$ cat config.mk
export PLATFORM = sky130hd
export DESIGN_NAME = alu8_status
export DESIGN_NICKNAME = d
export VERILOG_FILES = /design/src/rtl/alu8_status.sv
export SDC_FILE = /design/constraint.sdc
export NUM_CORES = 1
export LEC_CHECK = 0
export ABC_AREA = 1
export BUFFER_PORTS_ARGS = -buffer_cell sky130_fd_sc_hd__buf_4
export CAP_MARGIN = 10
export CORE_MARGIN = 2
export CORE_UTILIZATION = 45
export CTS_BUF_LIST = sky130_fd_sc_hd__clkbuf_8 sky130_fd_sc_hd__clkbuf_16
export CTS_CLUSTER_SIZE = 14
export DETAILED_ROUTE_END_ITERATION = 16
export HOLD_SLACK_MARGIN = 0.02
export SKIP_LAST_GASP = 1
export SLEW_MARGIN = 20
export SYNTH_ARGS = -nofsm -noshare
export SYNTH_HDL_FRONTEND = slang
export SYNTH_SLANG_ARGS = --single-unit
$ cat constraint.sdc
create_clock -name clk -period 3.4 [get_ports clk]
set_clock_uncertainty 0.05 [all_clocks]
set_input_delay 0.17 -clock clk [delete_from_list [all_inputs] [get_ports clk]]
set_output_delay 0.17 -clock clk [all_outputs]
set_load 0.05 [all_outputs]
$ cat src/rtl/alu8_status.sv
module alu8_status (
  input  logic       clk,
  input  logic       rst_n,
  input  logic       valid,
  input  logic [4:0] op,
  input  logic [7:0] a,
  input  logic [7:0] b,
  output logic [7:0] result,
  output logic [5:0] flags
);
  localparam logic [4:0] OP_ADD = 5'd0,  OP_ADC = 5'd1,  OP_SUB = 5'd2,  OP_SBC = 5'd3;
  localparam logic [4:0] OP_AND = 5'd4,  OP_OR  = 5'd5,  OP_XOR = 5'd6,  OP_COM = 5'd7;
  localparam logic [4:0] OP_NEG = 5'd8,  OP_INC = 5'd9,  OP_DEC = 5'd10, OP_LSL = 5'd11;
  localparam logic [4:0] OP_LSR = 5'd12, OP_ROL = 5'd13, OP_ROR = 5'd14, OP_ASR = 5'd15;
  localparam logic [4:0] OP_SWP = 5'd16;

  logic [5:0] flags_q, flags_d;
  logic       c_old;
  logic [8:0] add9, sub9;
  logic [7:0] sx, sy, r;
  logic       c_n, h_n, v_n, wr_c, wr_h, wr_zn;

  assign c_old = flags_q[0];
  assign sx    = (op == OP_NEG) ? 8'h00 : a;
  assign sy    = (op == OP_NEG) ? a : b;
  assign add9  = {1'b0, a} + {1'b0, b} + {8'd0, (op == OP_ADC) & c_old};
  assign sub9  = {1'b0, sx} - {1'b0, sy} - {8'd0, (op == OP_SBC) & c_old};

  always_comb begin
    r = a; c_n = c_old; h_n = flags_q[5]; v_n = flags_q[3];
    wr_c = 1'b0; wr_h = 1'b0; wr_zn = 1'b1;
    case (op)
      OP_ADD, OP_ADC: begin
        r = add9[7:0]; c_n = add9[8]; wr_c = 1'b1; wr_h = 1'b1;
        h_n = (a[3] & b[3]) | (b[3] & ~r[3]) | (~r[3] & a[3]);
        v_n = (a[7] & b[7] & ~r[7]) | (~a[7] & ~b[7] & r[7]);
      end
      OP_SUB, OP_SBC, OP_NEG: begin
        r = sub9[7:0]; c_n = sub9[8]; wr_c = 1'b1; wr_h = 1'b1;
        h_n = (~sx[3] & sy[3]) | (sy[3] & r[3]) | (r[3] & ~sx[3]);
        v_n = (sx[7] & ~sy[7] & ~r[7]) | (~sx[7] & sy[7] & r[7]);
      end
      OP_AND: begin r = a & b; v_n = 1'b0; end
      OP_OR:  begin r = a | b; v_n = 1'b0; end
      OP_XOR: begin r = a ^ b; v_n = 1'b0; end
      OP_COM: begin r = ~a; c_n = 1'b1; v_n = 1'b0; wr_c = 1'b1; end
      OP_INC: begin r = a + 8'd1; v_n = (r == 8'h80); end
      OP_DEC: begin r = a - 8'd1; v_n = (r == 8'h7F); end
      OP_LSL, OP_ROL: begin
        r = {a[6:0], (op == OP_ROL) & c_old};
        c_n = a[7]; h_n = a[3]; wr_c = 1'b1; wr_h = 1'b1;
        v_n = r[7] ^ a[7];
      end
      OP_LSR, OP_ROR, OP_ASR: begin
        r = {(op == OP_ROR) ? c_old : ((op == OP_ASR) & a[7]), a[7:1]};
        c_n = a[0]; wr_c = 1'b1;
        v_n = r[7] ^ a[0];
      end
      OP_SWP:  begin r = {a[3:0], a[7:4]}; wr_zn = 1'b0; end
      default: begin r = a; wr_zn = 1'b0; end
    endcase
  end

  always_comb begin
    flags_d = flags_q;
    if (wr_zn) begin
      flags_d[1] = (r == 8'h00);
      flags_d[2] = r[7];
      flags_d[3] = v_n;
      flags_d[4] = r[7] ^ v_n;
    end
    if (wr_c) flags_d[0] = c_n;
    if (wr_h) flags_d[5] = h_n;
  end

  always_ff @(posedge clk or negedge rst_n) begin
    if (!rst_n)     flags_q <= 6'd0;
    else if (valid) flags_q <= flags_d;
  end

  assign result = r;
  assign flags  = flags_q;
endmodule

==> flow_summary.toml <==
[drt]
wl_per_cell_um = 15.8
totalWireLength_mm = 10.5
dr.pass1.iters = 5
vias_per_cell = 5.53
top_layer_used = "met4"
met1_length_mm = 4.69
drt_iter0_markers = 222
route.vias.total = 3689
remaining_drc_errors = 0
route.met2.wl_mm = 4.67
drt.antenna.violating_nets = 0
met3_length_um = 838

[power]
p_switching_uw = 435
power_frac_seq = 0.124
leakage_nw = 1.91
p_sw_frac = 0.556
p_comb_frac = 0.740
p_int_uw = 347
clkPwrFrac = 0.136
peakVddDrop_mv = 0.289
p_per_area_mw_per_mm2 = 236

[sta]
final.period_utilization = 0.908
rsz0062_at_grt = "false"
worstMarginPinSlew_ps = 611
finalHoldViolCount = 0
fmaxAchievable_mhz = 324
setup_tns_ps = 0
relSlewSlack = 0.591
min_period_ps = 3090
setup_viol = 0
drv_slew = 0

[global_route]
grtUsageTotal = 0.300
grt-ovfl-total = 0
grt_antenna_before_repair = 0
grt_max_degree = 25
grt_pass1_wl_mm = 17.3
first_global_vias = 3517

[synthesis]
synth_area_mm2 = 0.00289
async_flop_share = 1.00
yosys_warnings = 0
synth_seq_cells = 6
synth_cell_types = 33
netlist_instances = 553
synth_flop_cell = "dfrtp_1"
synth_nets = 616
yosysSeqAreaShare = 0.0520
synth_edf_count = 0
syn_avg_cell_area_um2 = 5.22

[clock_tree]
clkTransAtPathRegs_ps = 40
cts_tree = "yes"
htree_levels = 1
cts_buffers = 3
cts_root_buf = "clkbuf_8"
insertion_delay_ps = 220
clock_sinks = 6
cts_buffer_depth = 2

[floorplanning]
die-area_mm2 = 0.00708
io_pins = 38
rows = 29
start_util = 0.460
core_area_mm2 = 0.00628
die_h_um = 84.1
dieWidth_um = 84.1

[placement]
dpl.hpwl_mm = 8.53
gp_congestion = 0.976
io_buffers = 37

[setup_path]
crit_fanout = 24
worstPathRequired_ps = 3180
start_kind = "input port"
end_kind = "output port"
worstPathArrival_ps = 2870
critical_path_class = "input port to output port"

[layout]
final_common_cell = "nand2_1"
most-common-layout-cells = "197 x nand2_1, 81 x inv_1, 61 x nor2_1"
fin_nets = 655
utilization = 0.529
syn_to_final_growth_pct = 14.9
largest_register_ffs = 6
drive_above_1_share = 0.114
diodes = 0

[run]
maxCapViolCount = 0

[run_status]
outcome = "finished, final reports clean"

[hold_path]
worst_hold_path_type = "input port to register"
metal layers:
layer  up-vias  track usage
met2       173        0.483
met1      1668        0.418
li1       1821            -
met4         0        0.106
met3        27       0.0267
met5         -            0
worst max-delay path, cell delays in order:
cell and delay (ps):
buf_4 120, inv_2 50, nor2_2 130, nand3_2 110, buf_4 220, o21ai_0 280, ha_1 290, inv_1 80
ha_1 280, nand2_1 80, nand2_1 60, a31oi_2 190, nand3_1 160, nand3_1 130, nand3_1 120, nand2_1 130
inv_1 50, buf_4 180
cell usage after synthesis, types with 3 or more instances:
| master | number | share of area |
|---|---|---|
| dfrtp_1 | 6 | 0.052 |
| clkbuf_1 | 4 | 0.0052 |
| fa_1 | 5 | 0.035 |
| inv_2 | 3 | 0.0039 |
| ha_1 | 34 | 0.15 |
| o21ai_0 | 24 | 0.042 |
| buf_2 | 5 | 0.0087 |
| nor3_1 | 3 | 0.0052 |
| nand2_1 | 197 | 0.26 |
| inv_1 | 81 | 0.11 |
| nand3b_1 | 6 | 0.016 |
| a21oi_1 | 11 | 0.019 |
| o211ai_1 | 3 | 0.0078 |
| buf_4 | 3 | 0.0078 |
| nor2_2 | 8 | 0.017 |
| nand3_1 | 60 | 0.10 |
| nor2_1 | 61 | 0.079 |
| o21ai_1 | 5 | 0.0087 |
| nand4_1 | 15 | 0.032 |
power by group through the flow:
stage | Clock (mW) | Combinational (mW) | Sequential (mW)
after CTS | 0.106 | 0.569 | 0.0975
after global routing | 0.109 | 0.640 | 0.0997
final | 0.106 | 0.579 | 0.0971
after global placement | 0 | 0.563 | 0.0978
after detailed placement | 0 | 0.566 | 0.0983
after floorplan | 0 | 0.342 | 0.144
through the flow:
stage	area [um^2]	power (mW)	hold slack (ps)	setup slack, ps	instances
final	3320	0.782	140	314	667
after global placement	3260	0.661	-67.2	297	663
after floorplan	2890	0.486	-176	262	553
after detailed placement	3260	0.665	-67.7	292	663
after CTS	3310	0.773	147	288	667
after global routing	3320	0.848	166	58.0	667
logic make-up after synthesis:
logic type                 after synthesis  synth area share
AOI/OAI and AO/OA                       48            0.0892
xor gates and xnor gates                 4            0.0121
adders and majority gates               39             0.182
buffers and inverters                   99             0.135
DFF                                      6            0.0520
and+or+nand+nor                        357             0.530
path summary, 6_finish.rpt:
| kind | startpoint | endpoint | slack [ps] | cells after the start |
|---|---|---|---|---|
| setup / recovery | op[3] | result[7] | 310 | 18 |
| min in group asynchronous | rst_n | flags[0]$_DFFE_PN0P_ | 240 | 2 |
| hold reg to reg | flags[2]$_DFFE_PN0P_ | flags[2]$_DFFE_PN0P_ | 420 | 2 |
| setup reg to reg | flags[0]$_DFFE_PN0P_ | flags[1]$_DFFE_PN0P_ | 620 | 17 |
| hold / removal | valid | flags[5]$_DFFE_PN0P_ | 140 | 2 |
| max in group asynchronous | rst_n | flags[3]$_DFFE_PN0P_ | 2940 | 2 |
what timing repair did:
| item | 4_1_cts | 5_1_grt |
|---|---|---|
| resized for setup | 0 | 2 |
| endpoints found under the hold margin | 6 | 0 |
| hold buffers | 1 | 0 |
| endpoints found under the setup margin | 0 | 1 |
| buffers inserted | 0 | 0 |
final cells by class:
| class | count | area, um^2 |
|---|---|---|
| clock buffer | 3 | 41.3 |
| multi-input combinational | 448 | 2350 |
| tap | 77 | 96.3 |
| fill | 718 | 2960 |
| inverter | 86 | 323 |
| sequential | 6 | 150 |
| timing repair buffer | 47 | 355 |
(Power assumes the default switching activity.)
